**src/rtl/vec_stride_sched.sv**
```systemverilog
module vec_stride_sched #(
  parameter int AW     = 16,
  parameter int DW     = 32,
  parameter int NBANK  = 16,
  parameter int BUSY   = 4,
  parameter int MAXLEN = 64,
  localparam int BW = $clog2(NBANK),
  localparam int LW = $clog2(MAXLEN + 1),
  localparam int IW = $clog2(MAXLEN),
  localparam int TW = (BUSY > 1) ? $clog2(BUSY) : 1
) (
  input  logic          clk,
  input  logic          rst_n,
  input  logic          start,
  input  logic [AW-1:0] base,
  input  logic [AW-1:0] stride,
  input  logic [LW-1:0] vlen,
  output logic          req_valid,
  output logic [BW-1:0] req_bank,
  output logic [AW-BW-1:0] req_offset,
  input  logic          rsp_valid,
  input  logic [DW-1:0] rsp_data,
  output logic          out_valid,
  output logic [IW-1:0] out_idx,
  output logic [DW-1:0] out_data,
  output logic          busy,
  output logic          done
);

  logic          active;
  logic [AW-1:0] cur_addr, stride_q;
  logic [LW-1:0] len_q, iss_cnt, ret_cnt;
  logic [TW-1:0] tmr [NBANK];
  logic [NBANK-1:0] bank_free;

  wire [LW-1:0] len_d = (vlen > LW'(MAXLEN)) ? LW'(MAXLEN) : vlen;

  assign req_bank   = cur_addr[BW-1:0];
  assign req_offset = cur_addr[AW-1:BW];
  assign req_valid  = active && (iss_cnt < len_q) && bank_free[req_bank];
  assign out_valid  = active && rsp_valid && (ret_cnt < len_q);
  assign out_idx    = ret_cnt[IW-1:0];
  assign out_data   = rsp_data;
  assign busy       = active;
  assign done       = active && (ret_cnt == len_q) && (iss_cnt == len_q);

  genvar b;
  generate
    for (b = 0; b < NBANK; b++) begin : g_bank
      assign bank_free[b] = (tmr[b] == '0);
      always_ff @(posedge clk) begin
        if (!rst_n)
          tmr[b] <= '0;
        else if (req_valid && req_bank == BW'(b))
          tmr[b] <= TW'(BUSY - 1);
        else if (tmr[b] != '0)
          tmr[b] <= tmr[b] - 1'b1;
      end
    end
  endgenerate

  always_ff @(posedge clk) begin
    if (!rst_n) begin
      active   <= 1'b0;
      cur_addr <= '0;
      stride_q <= '0;
      len_q    <= '0;
      iss_cnt  <= '0;
      ret_cnt  <= '0;
    end else if (!active) begin
      if (start) begin
        active   <= 1'b1;
        cur_addr <= base;
        stride_q <= stride;
        len_q    <= len_d;
        iss_cnt  <= '0;
        ret_cnt  <= '0;
      end
    end else if (done) begin
      active <= 1'b0;
    end else begin
      if (req_valid) begin
        cur_addr <= cur_addr + stride_q;
        iss_cnt  <= iss_cnt + 1'b1;
      end
      if (out_valid)
        ret_cnt <= ret_cnt + 1'b1;
    end
  end

  generate
    for (genvar k = 1; k < BUSY; k++) begin : g_gap
      p_bank_gap_r3: assert property (@(posedge clk) disable iff (!rst_n)
        req_valid && $past(req_valid, k) |-> $past(req_bank, k) != req_bank);
    end
  endgenerate

  p_addr_step_r1: assert property (@(posedge clk) disable iff (!rst_n)
    req_valid && $past(req_valid) |->
      {req_offset, req_bank} == $past({req_offset, req_bank}) + stride_q);

  p_idx_order_r6: assert property (@(posedge clk) disable iff (!rst_n)
    out_valid && $past(out_valid) |-> out_idx == $past(out_idx) + 1'b1);

  p_done_single_r7: assert property (@(posedge clk) disable iff (!rst_n)
    done |=> !done && !busy);

  p_start_ignored_r8: assert property (@(posedge clk) disable iff (!rst_n)
    busy && $past(busy) && start |=> $stable(len_q) && $stable(stride_q));

  p_len_bound_r9: assert property (@(posedge clk) disable iff (!rst_n)
    busy |-> len_q <= LW'(MAXLEN));

endmodule

```
**config.mk**
```make
export PLATFORM = sky130hd
export DESIGN_NAME = vec_stride_sched
export DESIGN_NICKNAME = d
export VERILOG_FILES = /design/src/rtl/vec_stride_sched.sv
export SDC_FILE = /design/constraint.sdc
export NUM_CORES = 1
export LEC_CHECK = 0
export BUFFER_PORTS_ARGS = -buffer_cell sky130_fd_sc_hd__buf_2
export CAP_MARGIN = 20
export CORE_MARGIN = 4
export CORE_UTILIZATION = 40
export DETAILED_ROUTE_END_ITERATION = 10
export HOLD_SLACK_MARGIN = 0.02
export PLACE_DENSITY = 0.59
export SYNTH_ARGS = -nofsm -noshare
export SYNTH_HDL_FRONTEND = slang
export SYNTH_SLANG_ARGS = --single-unit
```
**constraint.sdc**
```tcl
create_clock -name clk -period 5 [get_ports clk]
set_clock_uncertainty 0.05 [all_clocks]
set_input_delay 0.75 -clock clk [delete_from_list [all_inputs] [get_ports clk]]
set_output_delay 0.75 -clock clk [all_outputs]
set_load 0.05 [all_outputs]
```
== Word-level counts from Yosys, hierarchy flattened ==
Memory sizes are Yosys's and may differ from the RTL's.
Cells that the tools add are included.

* Magnitude comparators: 4
* Eq/ne operators: 20
* $add $sub $neg: 19
* Reductions and logical operators: 59
* Bitwise gates (word level): 33
* Muxes and demuxes: 162

{| class="wikitable"
|+ Operator list
! cell !! count
|-
| 1-bit 2-to-1 mux || 117
|-
| 16-bit 2-to-1 mux || 4
|-
| 2-bit 2-to-1 mux || 32
|-
| 7-bit 2-to-1 mux || 8
|-
| 2-bit nonzero test || 17
|-
| 4-bit == test, second input constant || 8
|-
| 2-bit zero test || 16
|-
| 1-bit bitwise OR || 32
|-
| 2-bit by 1-bit subtractor with 2-bit output, second input constant || 16
|-
| 1-bit logical AND || 22
|-
| 16-bit adder || 1
|-
| 4-bit by 3-bit == test with 1-bit output, second input constant || 4
|-
| 7-bit by 1-bit adder with 7-bit output, second input constant || 2
|-
| 7-bit == test || 2
|-
| 7-bit < comparator || 2
|-
| 4-bit by 2-bit == test with 1-bit output, second input constant || 2
|-
| 7-bit > comparator, second input constant || 1
|-
| 2-bit != test, second input constant || 3
|-
| 3-bit AND reduction || 2
|-
| 4-bit by 5-bit < comparator with 1-bit output, second input constant || 1
|-
| 1-bit binary-select mux with 4-bit select || 1
|-
| 4-bit by 1-bit == test with 1-bit output, second input constant || 1
|-
| 4-bit zero test || 1
|-
| 2-bit AND reduction || 1
|-
| 1-bit NOT || 1
|}

* Bits in registers: 54
* Bits in writable memories: 32
* Bits of input ports: 75
* Memories kept: 1
* Output and inout port bits: 58
* Word-level logic and storage cells: 304

{| class="wikitable"
|+ Memory list
! memory !! depth !! bits a word !! rd ports !! clocked after Yosys merged registers in !! write ports !! line !! text
|-
| tmr || 16 || 2 || 16 || 0 || 16 || 33 || <nowiki>logic [TW-1:0] tmr [NBANK];</nowiki>
|}

== Depth between registers and ports, before layout ==
Gate-level depths: netlist of the first run.

* Depth in word-level cells: 10
* Gate-level depth with buffers: 10
* Depth with buffers taken out: 10

== Worst setup path before layout of the first run ==
No wires, ideal clock.

* Path kind: register to output
* Start: reg active, in the netlist busy
* End: out out_valid
* Stages on the path, launching flop included: 5
* Slack: 1.458 ns
* Required time: 4.200 ns
* Arrival time: 2.742 ns
* Path buffers: 2
* Cell sequence: dfxtp_1 -> buf_4 -> inv_1 -> clkbuf_1 -> nor4_1

* Cells in the longest elaborated chain, start to end: 2

{| class="wikitable"
|+ RTL lines
! element !! line !! text
|-
| start, declared || 30 || <nowiki>logic active;</nowiki>
|-
| start signal, assigned || 64 || <nowiki>active <= 1'b0;</nowiki>
|-
| start signal, assigned || 72 || <nowiki>active <= 1'b1;</nowiki>
|-
| start signal, assigned || 80 || <nowiki>active <= 1'b0;</nowiki>
|-
| 1-bit logical AND (2 in a row) || 41 || <nowiki>assign out_valid = active && rsp_valid && (ret_cnt < len_q);</nowiki>
|-
| end, declared || 23 || <nowiki>output logic out_valid,</nowiki>
|}

No other way between the ends.

== Worst setup path after layout of the first run ==
* Start: reg cur_addr[3]
* End: out req_valid

* Cells in the longest elaborated chain, start to end: 3

{| class="wikitable"
|+ RTL lines
! element !! line !! text
|-
| start, declared || 31 || <nowiki>logic [AW-1:0] cur_addr, stride_q;</nowiki>
|-
| start signal, assigned || 73 || <nowiki>cur_addr <= base;</nowiki>
|-
| start signal, assigned || 83 || <nowiki>cur_addr <= cur_addr + stride_q;</nowiki>
|-
| 1-bit binary-select mux with 4-bit select || 40 || <nowiki>assign req_valid = active && (iss_cnt < len_q) && bank_free[req_bank];</nowiki>
|-
| 1-bit 2-to-1 mux (not written as such) || 40 ||
|-
| 1-bit logical AND || 40 ||
|-
| end, declared || 18 || <nowiki>output logic req_valid,</nowiki>
|}

No other way between the ends. The select of a mux whose other input is x is not followed.

==> summary.md, run 1 <==
| Metric | Value |
|---|---|
| Status | `finished, final reports clean` |
| Area share of the largest cell type after synthesis | `0.194` |
| Via/cell ratio | `5.23` |
| EDFF count, synth | `32` |
| Avg Inst Size Synth | `8.78 µm²` |
| Hold_ws | `0.412 ns` |
| Yosys Warn Count | `0` |
| Vias in the first global route | `4394` |
| Final setup TNS | `0 ns` |
| DR iter-0 viols | `203` |
| CTS Buf Count | `9` |
| Pin count of the biggest net entering global routing | `48` |
| Hpwl dp | `9480 µm` |
| Final Net Count | `773` |
| Setup WS pre-CTS | `1.94 ns` |
| Multi-input combinational cell area | `0.00290 mm²` |
| Synth top cells by count | `65 x nor2_1, 55 x nand2_1, 54 x dfxtp_1, 54 x inv_1, 47 x ha_1` |
| Fill count | `1337` |
| Final hold violations | `0` |
| Post-synthesis cell area | `0.00557 mm²` |
| Top-count cell post-synth | `nor2_1` |
| Asr flop ratio synth | `0` |
| Postcts setup bufs | `0` |
| Flops & latches, synth | `86` |
| Clock sink total | `86` |
| CTS tree | `yes` |
| Setup Crit Path Kind | `flop to output pin` |
| Via count | `4338` |
| Max Freq | `302 MHz` |
| Worst setup SP type | `flop` |
| Worst endpoint required time | `4.20 ns` |
| GR Overflow Total | `0` |
| Worst vdd ir | `267 µV` |
| Cell Rows | `42` |
| Die Span Y | `126 µm` |
| Root buf cell | `clkbuf_16` |
| Residual DRC | `0` |
| Fin worst setup slack | `1.69 ns` |
| Total power | `2.82 mW` |
| Largest area contributor in the netlist | `dfxtp_1` |
| Ant. Diodes | `0` |
| Yosys cell types | `55` |
| Placer Congestion | `0.809` |
| Synth Flop Type | `dfxtp_1` |
| Max-cap viol count | `0` |
| Max FO, Critical Path | `14` |
| I/O Buffers | `68` |
| Final cell count without fillers | `830` |
| Power Dens Cells | `469 mW/mm²` |
| Drt pass-1 iters | `4` |
| Num ports | `133` |
| HP Class | `flop to flop` |
| Initial antenna violation count | `0` |
| Max_slew headroom | `0.384` |
| Synthesis-to-finish area growth | `7.92%` |
| Slew Viols, Final | `0` |
| WP data arrival | `2.51 ns` |
| H-tree Lvls | `3` |
| Core ar. | `0.0135 mm²` |
| Antenna Nets Post-Route | `0` |
| Clock-pin slew on the worst setup and hold paths | `0.06 ns` |
| RSZ-0062 raised after global routing | `no` |
| WL/cell | `15.2 µm` |
| Crit share post-route | `0.662` |
| Pleak | `2.60 nW` |
| GR Util All Layers | `0.163` |
| Clk Latency, worst-skew pair | `0.34 ns` |
| Sequential fraction of the synthesis area | `0.366` |
| Top post-synthesis cells by area | `dfxtp_1 19%, edfxtp_1 17%, ha_1 11%` |
| Die X | `126 µm` |
| Finish-stage setup viols | `0` |
| Die Area | `0.0159 mm²` |
| Max Root-Sink Buffers | `2` |
| Mapped Cells | `635` |
| Post_cts resized | `0` |
| CTS Hold Bufs | `0` |
| First-pass GRT wire length | `21200 µm` |
| Layout cells sized above 1 | `0.148` |
| FF/Latch Area | `0.00204 mm²` |
| Tmin final | `3.31 ns` |
| Placed Cells | `815` |
| Syn_nets | `758` |
| Element type at the critical path end | `output pin` |
| Actual slew at the worst max-slew pin | `0.922 ns` |
| Initial Util | `0.414` |
| Total wire length | `12600 µm` |
[where the power goes]
part	internal, mW	switching (mW)	leakage, nW
sequential	0.948	0.122	0.793
clock	0.383	0.262	0.141
combinational	0.431	0.678	1.67
total	1.76	1.06	2.60
[area by class of cell]
cell class              count  share of cell area
well taps                 176              0.0366
repair buffers             72              0.0616
flip-flops and latches     86               0.339
clock buffers              14              0.0464
inverters                  54              0.0337
clock inverters             1            0.000832
multi-input cells         427               0.481
[worst paths after layout]
check,startpoint,endpoint,slack [ns],cells past startpoint
min,stride_q[5],stride_q[5],0.41,2
max reg2reg,busy,iss_cnt[6],1.97,8
max,cur_addr[3],req_valid,1.69,6
min reg2reg,stride_q[5],stride_q[5],0.41,2
[sequential cells by signal, indices dropped and copies added, names as in the netlist]
name	flops
ret_cnt	7
iss_cnt	7
busy	1
tmr	32
len_q	7
stride_q	16
cur_addr	16
[critical path: stages, from the launching register on]
cell	delay [ns]
dfxtp_1	0.67
nand2b_1	0.37
o22ai_1	0.18
nor3_2	0.28
nand3_2	0.20
inv_1	0.17
buf_2	0.29
[cells by family (layout without fill, tap and decap cells)]
group / Yosys count / count (layout) / share of synthesized area
multiplexers: 15 / 15 / 0.0388
AO/OA/AOI/OAI: 140 / 140 / 0.160
XOR/XNOR: 23 / 23 / 0.0361
flip-flops: 86 / 86 / 0.366
AND/OR/NAND/NOR: 201 / 201 / 0.175
buffers and inverters: 122 / 141 / 0.115
adder cells (fa/ha/maj): 48 / 48 / 0.109
[per-stage QoR]
| stage | cell area (µm²) | util |
|---|---|---|
| 5_1_grt | 6020 | 0.447 |
| 4_1_cts | 6020 | 0.447 |
| 3_3_place_gp | 5730 | 0.426 |
| 2_1_floorplan | 5570 | - |
| 6_report | 6020 | 0.447 |
| 3_5_place_dp | 5730 | 0.426 |
[layout by cell type (no fill, tap or decap), types with 5 or more instances in the layout]
cell | netlist | layout
buf_2 | 5 | 68
nor2_1 | 65 | 65
nand2_1 | 55 | 55
inv_1 | 54 | 54
dfxtp_1 | 54 | 54
ha_1 | 47 | 47
a21oi_1 | 45 | 45
edfxtp_1 | 32 | 32
o21ai_0 | 24 | 24
o21a_1 | 23 | 23
nand3_1 | 19 | 19
xor2_1 | 18 | 18
o211ai_1 | 13 | 13
nand2b_1 | 10 | 10
mux2i_1 | 10 | 10
clkbuf_16 | 0 | 10
a211oi_1 | 9 | 9
nand4_1 | 8 | 8
and3_1 | 7 | 7
a21o_1 | 6 | 6
nor3_1 | 7 | 6
a31oi_1 | 6 | 6
nor2b_1 | 5 | 5
xnor2_1 | 5 | 5
[layer usage]
| metal | part of all wire | up-vias | GRT usage |
|---|---|---|---|
| met3 | 0.056 | 34 | 0.0440 |
| met2 | 0.48 | 89 | 0.280 |
| met1 | 0.45 | 2002 | 0.200 |
| met5 | 0 | - | 0 |
| li1 | - | 2213 | - |
| met4 | 0.018 | 0 | 0.0448 |
Note: power is estimated with default switching activity, not from simulation.
==> run 2: changes to the inputs <==
--- a/config.mk
+++ b/config.mk
@@ -5,6 +5,7 @@
 export SDC_FILE = /design/constraint.sdc
 export NUM_CORES = 1
 export LEC_CHECK = 0
+export ABC_AREA = 1
 export BUFFER_PORTS_ARGS = -buffer_cell sky130_fd_sc_hd__buf_2
 export CAP_MARGIN = 20
 export CORE_MARGIN = 4
==> constraint.sdc (replaced) <==
create_clock -name clk -period 3.3 [get_ports clk]
set_clock_uncertainty 0.05 [all_clocks]
set_input_delay 0.495 -clock clk [delete_from_list [all_inputs] [get_ports clk]]
set_output_delay 0.495 -clock clk [all_outputs]
set_load 0.05 [all_outputs]
==> summary.md, run 2 <==
| Metric | Value |
|---|---|
| Setup WS pre-CTS | `0.863 ns (was 1.94 ns)` |
| Max_slew headroom | `0.551 (was 0.384)` |
| Postcts setup bufs | `0 (unchanged)` |
| EDFF count, synth | `32 (unchanged)` |
| Flops & latches, synth | `86 (unchanged)` |
| Worst path slowest cell | `dfxtp_1 (unchanged)` |
| Die Span Y | `131 µm (was 126 µm)` |
| Cells on Worst Hold Path | `3 (was 2)` |
| Synth top cells by count | `261 x nand2_1, 114 x inv_1, 77 x nand3_1 (was 65 x nor2_1, 55 x nand2_1, 54 x dfxtp_1, 54 x inv_1, 47 x ha_1)` |
| Post_cts resized | `0 (unchanged)` |
| Num ports | `133 (unchanged)` |
| Syn_nets | `989 (was 758)` |
| Core ar. | `0.0146 mm² (was 0.0135 mm²)` |
| Cell Rows | `44 (was 42)` |
| Most common cell after layout, fill and taps aside | `nand2_1 (was buf_2)` |
| Worst endpoint required time | `2.75 ns (was 4.20 ns)` |
| RSZ-0062 raised after global routing | `no (unchanged)` |
| Pleak | `3.27 nW (was 2.60 nW)` |
| Final cell count without fillers | `1085 (was 830)` |
| Element type at the critical path end | `output pin (unchanged)` |
| CTS Hold Bufs | `0 (unchanged)` |
| Top Layer Used | `met4 (unchanged)` |
| Fin area | `0.00661 mm² (was 0.00602 mm²)` |
| Met3 wire len | `751 µm (was 702 µm)` |
| Crit Reg-Reg Endpoint | `cur_addr[0] (was iss_cnt[6])` |
| CTS tree | `yes (unchanged)` |
| Via/cell ratio | `4.91 (was 5.23)` |
| RR Startpoint | `cur_addr[0] (was busy)` |
| Via count | `5323 (was 4338)` |
| Crit-path cells | `inv_2 > nand2_1 > nor2_1 > nor2_1 > nand2_1 > nand2_1 > nand2_2 > nor2_8 > buf_2 (was nand2b_1 > o22ai_1 > nor3_2 > nand3_2 > inv_1 > buf_2)` |
| Reg2Reg Depth | `12 (was 8)` |
| Commonest non-fill, non-tap cells in the layout | `261 x nand2_1, 114 x inv_1, 77 x nand3_1 (was 68 x buf_2, 65 x nor2_1, 55 x nand2_1)` |
| FF/Latch Area | `0.00204 mm² (unchanged)` |
| Critical path startpoint | `cur_addr[0] (was cur_addr[3])` |
| Area after DPL | `0.00628 mm² (was 0.00573 mm²)` |
| Finish-stage setup viols | `0 (unchanged)` |
| Synth Flop Type | `dfxtp_1 (unchanged)` |
| Die Area | `0.0170 mm² (was 0.0159 mm²)` |
| Final Net Count | `1019 (was 773)` |
| Sequential fraction of the synthesis area | `0.340 (was 0.366)` |
| Clk Latency, worst-skew pair | `0.35 ns (was 0.34 ns)` |
| Top post-synthesis cells by area | `dfxtp_1 18%, nand2_1 16%, edfxtp_1 16% (was dfxtp_1 19%, edfxtp_1 17%, ha_1 11%)` |
| Max-cap viol count | `0 (unchanged)` |
| CTS Buf Count | `9 (unchanged)` |
| Die X | `131 µm (was 126 µm)` |
| Drt pass-1 iters | `5 (was 4)` |
| Worst setup SP type | `flop (unchanged)` |
| Antenna Nets Post-Route | `0 (unchanged)` |
| WL/cell | `13.8 µm (was 15.2 µm)` |
| Yosys Warn Count | `0 (unchanged)` |
| Yosys cell types | `38 (was 55)` |
| GR Util All Layers | `0.183 (was 0.163)` |
| Detailed route wirelength on metal2 | `6900 µm (was 6040 µm)` |
| Max FFs per register | `32 (unchanged)` |
| Most common cell on crit path | `nand2_1` |
| Tmin final | `2.66 ns` |
| Final hold violations | `0 (unchanged)` |
| Avg Inst Size Synth | `6.93 µm² (was 8.78 µm²)` |
| Total wire length | `15000 µm (was 12600 µm)` |
| Setup Crit Path Kind | `flop to output pin (unchanged)` |
| DRT met1 WL | `7070 µm (was 5670 µm)` |
| Crit share post-route | `0.805` |
| Root buf cell | `clkbuf_16 (unchanged)` |
| Slew Viols, Final | `0 (unchanged)` |
| Clock sink total | `86 (unchanged)` |
| WP data arrival | `2.11 ns (was 2.51 ns)` |
| Placer Congestion | `0.857 (was 0.809)` |
| Max FO, Critical Path | `12 (was 14)` |
| Post-synthesis cell area | `0.00600 mm² (was 0.00557 mm²)` |
| Fill count | `1568 (was 1337)` |
| Reg with most FFs | `tmr (unchanged)` |
| Clock-pin slew on the worst setup and hold paths | `0.06 ns (about the same)` |
| I/O Buffers | `68 (unchanged)` |
| Max Freq | `376 MHz` |
| Initial antenna violation count | `0 (unchanged)` |
| Initial Util | `0.410 (was 0.414)` |
| Asr flop ratio synth | `0 (unchanged)` |
| Fin worst setup slack | `0.643 ns (was 1.69 ns)` |
| Multi-input combinational cell area | `0.00313 mm² (was 0.00290 mm²)` |
| Power Dens Cells | `591 mW/mm² (was 469 mW/mm²)` |
| Area share of the largest cell type after synthesis | `0.180 (was 0.194)` |
| Hold_ws | `0.278 ns (was 0.412 ns)` |
| Ant. Diodes | `0 (unchanged)` |
| Final Util | `0.451 (was 0.447)` |
| HP Class | `primary input to flop (was flop to flop)` |
| Largest area contributor in the netlist | `dfxtp_1 (unchanged)` |
| Reg2Reg Setup Slack | `0.87 ns (was 1.97 ns)` |
| H-tree Lvls | `3 (unchanged)` |
| Final setup TNS | `0 ns (unchanged)` |
| Layout cells sized above 1 | `0.130 (was 0.148)` |
| Max incr delay on CP | `0.57 ns (was 0.67 ns)` |
| Worst vdd ir | `263 µV (was 267 µV)` |
| Pin count of the biggest net entering global routing | `63 (was 48)` |
| GR Overflow Total | `0 (unchanged)` |
| Top Registers | `tmr (32), cur_addr (16), stride_q (16) (unchanged)` |
| Total power | `3.90 mW (was 2.82 mW)` |
| Max Root-Sink Buffers | `2 (unchanged)` |
| Status | `finished, final reports clean (unchanged)` |
| Hpwl dp | `11300 µm (was 9480 µm)` |
| Last element of the critical path | `req_valid (unchanged)` |
| Vias in the first global route | `5112 (was 4394)` |
| Residual DRC | `0 (unchanged)` |
| Actual slew at the worst max-slew pin | `0.674 ns (was 0.922 ns)` |
| First-pass GRT wire length | `24700 µm (was 21200 µm)` |
| Mapped Cells | `866 (was 635)` |
| Synthesis-to-finish area growth | `10.1% (was 7.92%)` |
| Placed Cells | `1069 (was 815)` |
| DR iter-0 viols | `280 (was 203)` |
| Top-count cell post-synth | `nand2_1 (was nor2_1)` |
[run 2: cell types whose count changed in the layout (fill, tap and decap cells not counted), sizes merged, moves of 10 or more]
cell    delta
nand2    +207
xor2      -10
inv       +65
nand3     +56
o21a      -23
o21ai     +21
o211ai    -13
nand2b    -10
[run 2: logic make-up after synthesis]
kind of cell | after synthesis | synth area share
flip-flops | 86 | 0.340
AO/OA/AOI/OAI | 100 | 0.0911
multiplexers | 1 | 0.00167
AND/OR/NAND/NOR | 438 | 0.309
XOR/XNOR | 12 | 0.0175
adder cells (fa/ha/maj) | 48 | 0.101
buffers and inverters | 181 | 0.139
[run 2: cell type report]
cell class / instances / share of cell area
clock buffers: 13 / 0.0475
clock inverters: 3 / 0.00284
inverters: 120 / 0.0681
multi-input cells: 599 / 0.473
flip-flops and latches: 86 / 0.309
well taps: 184 / 0.0348
repair buffers: 80 / 0.0651
[run 2: how the worst min path moves through the flow]
stage                            start           end  slack, ns
after global placement     stride_q[7]   stride_q[7]       0.42
after global routing        stride[13]  stride_q[13]       0.28
after floorplan           stride_q[10]  stride_q[10]       0.40
after CTS                    stride[9]   stride_q[9]       0.27
final                        stride[9]   stride_q[9]       0.28
after detailed placement   stride_q[6]   stride_q[6]       0.42
[run 2: layer usage]
metal | GRT usage | up-vias
met3 | 0.0341 | 21
met2 | 0.305 | 121
met1 | 0.241 | 2372
met4 | 0.0557 | 0
met5 | 0 | -
li1 | - | 2809
[run 2: report_power, final]
group,internal [mW],switching (mW),total [mW]
Clock,0.668,0.438,1.11
Combinational,0.441,0.841,1.28
Sequential,1.40,0.120,1.52
Total,2.51,1.40,3.90
[run 2: worst max-delay path: cells and delay by family (launching register included)]
| kind | cells | cell delay, ns |
|---|---|---|
| buffers and inverters | 2 | 0.44 |
| and+or+nand+nor | 7 | 0.74 |
| DFF | 1 | 0.57 |
==> run 3: changes to the inputs <==
--- a/config.mk
+++ b/config.mk
@@ -5,14 +5,14 @@
 export SDC_FILE = /design/constraint.sdc
 export NUM_CORES = 1
 export LEC_CHECK = 0
-export ABC_AREA = 1
+export ABC_AREA = 0
 export BUFFER_PORTS_ARGS = -buffer_cell sky130_fd_sc_hd__buf_2
 export CAP_MARGIN = 20
 export CORE_MARGIN = 4
 export CORE_UTILIZATION = 40
 export DETAILED_ROUTE_END_ITERATION = 10
 export HOLD_SLACK_MARGIN = 0.02
-export PLACE_DENSITY = 0.59
+export PLACE_DENSITY = 0.62
 export SYNTH_ARGS = -nofsm -noshare
 export SYNTH_HDL_FRONTEND = slang
 export SYNTH_SLANG_ARGS = --single-unit
==> constraint.sdc (replaced) <==
create_clock -name clk -period 2.25 [get_ports clk]
set_clock_uncertainty 0.05 [all_clocks]
set_input_delay 0.3375 -clock clk [delete_from_list [all_inputs] [get_ports clk]]
set_output_delay 0.3375 -clock clk [all_outputs]
set_load 0.05 [all_outputs]
==> summary.md, run 3 (synthesized netlist as in run 1, its figures left out) <==
| Metric | Value |
|---|---|
| Status | `finished, violations left (was finished, final reports clean)` |
| Failing checks | `negative setup slack` |
| Max Root-Sink Buffers | `2 (unchanged)` |
| Clock sink total | `86 (unchanged)` |
| Placer Congestion | `0.820 (was 0.857)` |
| First-pass GRT wire length | `23200 µm (was 24700 µm)` |
| Most common cell on crit path | `buf_6 (was nand2_1)` |
| Pleak | `3.27 nW (about the same)` |
| Max_slew headroom | `0.693 (was 0.551)` |
| Drt pass-1 iters | `4 (was 5)` |
| Initial antenna violation count | `0 (unchanged)` |
| Via count | `4923 (was 5323)` |
| Final hold violations | `0 (unchanged)` |
| Max FO, Critical Path | `2 (was 12)` |
| Max incr delay on CP | `0.49 ns (was 0.57 ns)` |
| Die Area | `0.0159 mm² (was 0.0170 mm²)` |
| Most common cell after layout, fill and taps aside | `buf_4 (was nand2_1)` |
| Core ar. | `0.0135 mm² (was 0.0146 mm²)` |
| Worst vdd ir | `586 µV (was 263 µV)` |
| GR Overflow Total | `0 (unchanged)` |
| HP Class | `primary input to flop (unchanged)` |
| Hpwl dp | `10400 µm (was 11300 µm)` |
| Initial Util | `0.414 (was 0.410)` |
| Final Net Count | `883 (was 1019)` |
| RSZ-0062 raised after global routing | `yes (was no)` |
| Tmin final | `2.59 ns` |
| Worst path slowest cell | `mux4_2 (was dfxtp_1)` |
| Top Registers | `tmr (32), cur_addr (16), stride_q (16) (unchanged)` |
| Commonest non-fill, non-tap cells in the layout | `92 x buf_4, 65 x buf_2, 50 x nand2_1 (was 261 x nand2_1, 114 x inv_1, 77 x nand3_1)` |
| Clock-pin slew on the worst setup and hold paths | `0.07 ns (was 0.06 ns)` |
| I/O Buffers | `68 (unchanged)` |
| Cell Rows | `42 (was 44)` |
| Slew Viols, Final | `0 (unchanged)` |
| Worst setup SP type | `flop (unchanged)` |
| Clk Latency, worst-skew pair | `0.35 ns (about the same)` |
| Die Span Y | `126 µm (was 131 µm)` |
| WP data arrival | `2.20 ns (was 2.11 ns)` |
| Top delay family on crit path | `buffers and inverters (was simple AND/OR/NAND/NOR gates)` |
| Die X | `126 µm (was 131 µm)` |
| Reg with most FFs | `tmr (unchanged)` |
| DR iter-0 viols | `248 (was 280)` |
| Via/cell ratio | `5.23 (was 4.91)` |
| Residual DRC | `0 (unchanged)` |
| GR Util All Layers | `0.179 (was 0.183)` |
| Crit-path cells | `inv_1 > ha_2 > mux4_2 > o22ai_2 > nor3_2 > nand3_2 > buf_6 > clkinvlp_4 > buf_6 > buf_8 (was inv_2 > nand2_1 > nor2_1 > nor2_1 > nand2_1 > nand2_1 > nand2_2 > nor2_8 > buf_2)` |
| Layout cells sized above 1 | `0.413 (was 0.130)` |
| Element type at the critical path end | `output pin (unchanged)` |
| WL/cell | `15.4 µm (was 13.8 µm)` |
| Hold_ws | `0.152 ns (was 0.278 ns)` |
| Setup Crit Path Kind | `flop to output pin (unchanged)` |
| Max Freq | `386 MHz` |
| Finish-stage setup viols | `88 (was 0)` |
| H-tree Lvls | `3 (unchanged)` |
| Worst endpoint required time | `1.86 ns (was 2.75 ns)` |
| Total wire length | `14500 µm (was 15000 µm)` |
| Max FFs per register | `32 (unchanged)` |
| Actual slew at the worst max-slew pin | `0.460 ns (was 0.674 ns)` |
| CTS Hold Bufs | `0 (unchanged)` |
| Synthesis-to-finish area growth | `37.1% (was 10.1%)` |
| Ant. Diodes | `0 (unchanged)` |
| Final Util | `0.568 (was 0.451)` |
| Power Dens Cells | `1030 mW/mm² (was 591 mW/mm²)` |
| CTS Buf Count | `9 (unchanged)` |
| WP buf/inv | `5 (was 2)` |
| Crit share post-route | `1.15` |
| CTS tree | `yes (unchanged)` |
| Antenna Nets Post-Route | `0 (unchanged)` |
| Root buf cell | `clkbuf_16 (unchanged)` |
| Max-cap viol count | `0 (unchanged)` |
| Fin worst setup slack | `-0.337 ns (was 0.643 ns)` |
| Num ports | `133 (unchanged)` |
| Pin count of the biggest net entering global routing | `37 (was 63)` |
| Total power | `7.84 mW (was 3.90 mW)` |
| Vias in the first global route | `4933 (was 5112)` |
| Fill count | `1194 (was 1568)` |
-- run 3: changes by cell type in the layout (fill, tap and decap cells not counted), sizes merged, moves of 21 or more --
cell   previous run  this run
buf              80       181
inv             119        54
nand2           262        55
nand3            78        22
o21a              0        23
o21ai            45        24
-- run 3: layout make-up --
class	count	area (µm²)	share of cell area
Clock buffer	13	272	0.0355
Clock inverter	3	16.3	0.00213
Inverter	54	206	0.0270
Multi-Input combinational cell	428	3500	0.458
Sequential cell	86	2060	0.270
Tap cell	176	220	0.0288
Timing Repair Buffer	181	1360	0.178
-- run 3: report_power, final --
part	internal, mW	leakage (nW)	switching (mW)	total [mW]
Clock	0.844	0.145	0.617	1.46
Combinational	1.92	2.33	2.11	4.03
Sequential	2.12	0.798	0.228	2.35
Total	4.88	3.27	2.95	7.84
-- run 3: final timing paths --
| path | from | to | slack [ns] | cells past startpoint |
|---|---|---|---|---|
| min reg2reg | stride_q[9] | stride_q[9] | 0.41 | 2 |
| max | tmr[1][14] | req_valid | -0.34 | 10 |
| max reg2reg | tmr[0][0] | tmr[1][14] | -0.27 | 12 |
| min | vlen[3] | len_q[3] | 0.15 | 3 |
-- run 3: what timing repair did --
item	4_1_cts	5_1_grt
resized for setup	94	47
endpoints found under the setup margin	97	97
cloned	3	0
pin swaps	36	40
setup buffers	15	13
-- run 3: layer usage --
metal | GRT usage | vias to the layer above | wire, µm | share of wire
met1 | 0.218 | 2314 | 6160 | 0.42
met4 | 0.0732 | 0 | 328 | 0.023
met5 | 0 | - | 0 | 0
met2 | 0.315 | 121 | 7360 | 0.51
li1 | - | 2441 | - | -
met3 | 0.0284 | 47 | 682 | 0.047
-- run 3: worst register-to-register path, cell delays in order, from the launching register on --
cell        delay, ns
edfxtp_1         0.41
inv_1            0.08
ha_2             0.20
mux4_2           0.26
nor3_4           0.04
nor3_2           0.23
nand3_2          0.11
buf_6            0.14
clkinvlp_4       0.07
buf_6            0.11
nand3_4          0.14
buf_6            0.16
o211ai_1         0.23
-- run 3: stage by stage --
step	worst slack [ns]	cells	area (µm²)	TNS [ns]
after global routing	-0.488	941	7640	-24.80
after detailed placement	-0.222	900	6560	-12.38
after floorplan	-0.320	635	5730	-14.97
after global placement	-0.178	900	6560	-8.25
after CTS	-0.391	931	7360	-13.47
final	-0.337	941	7640	-11.56
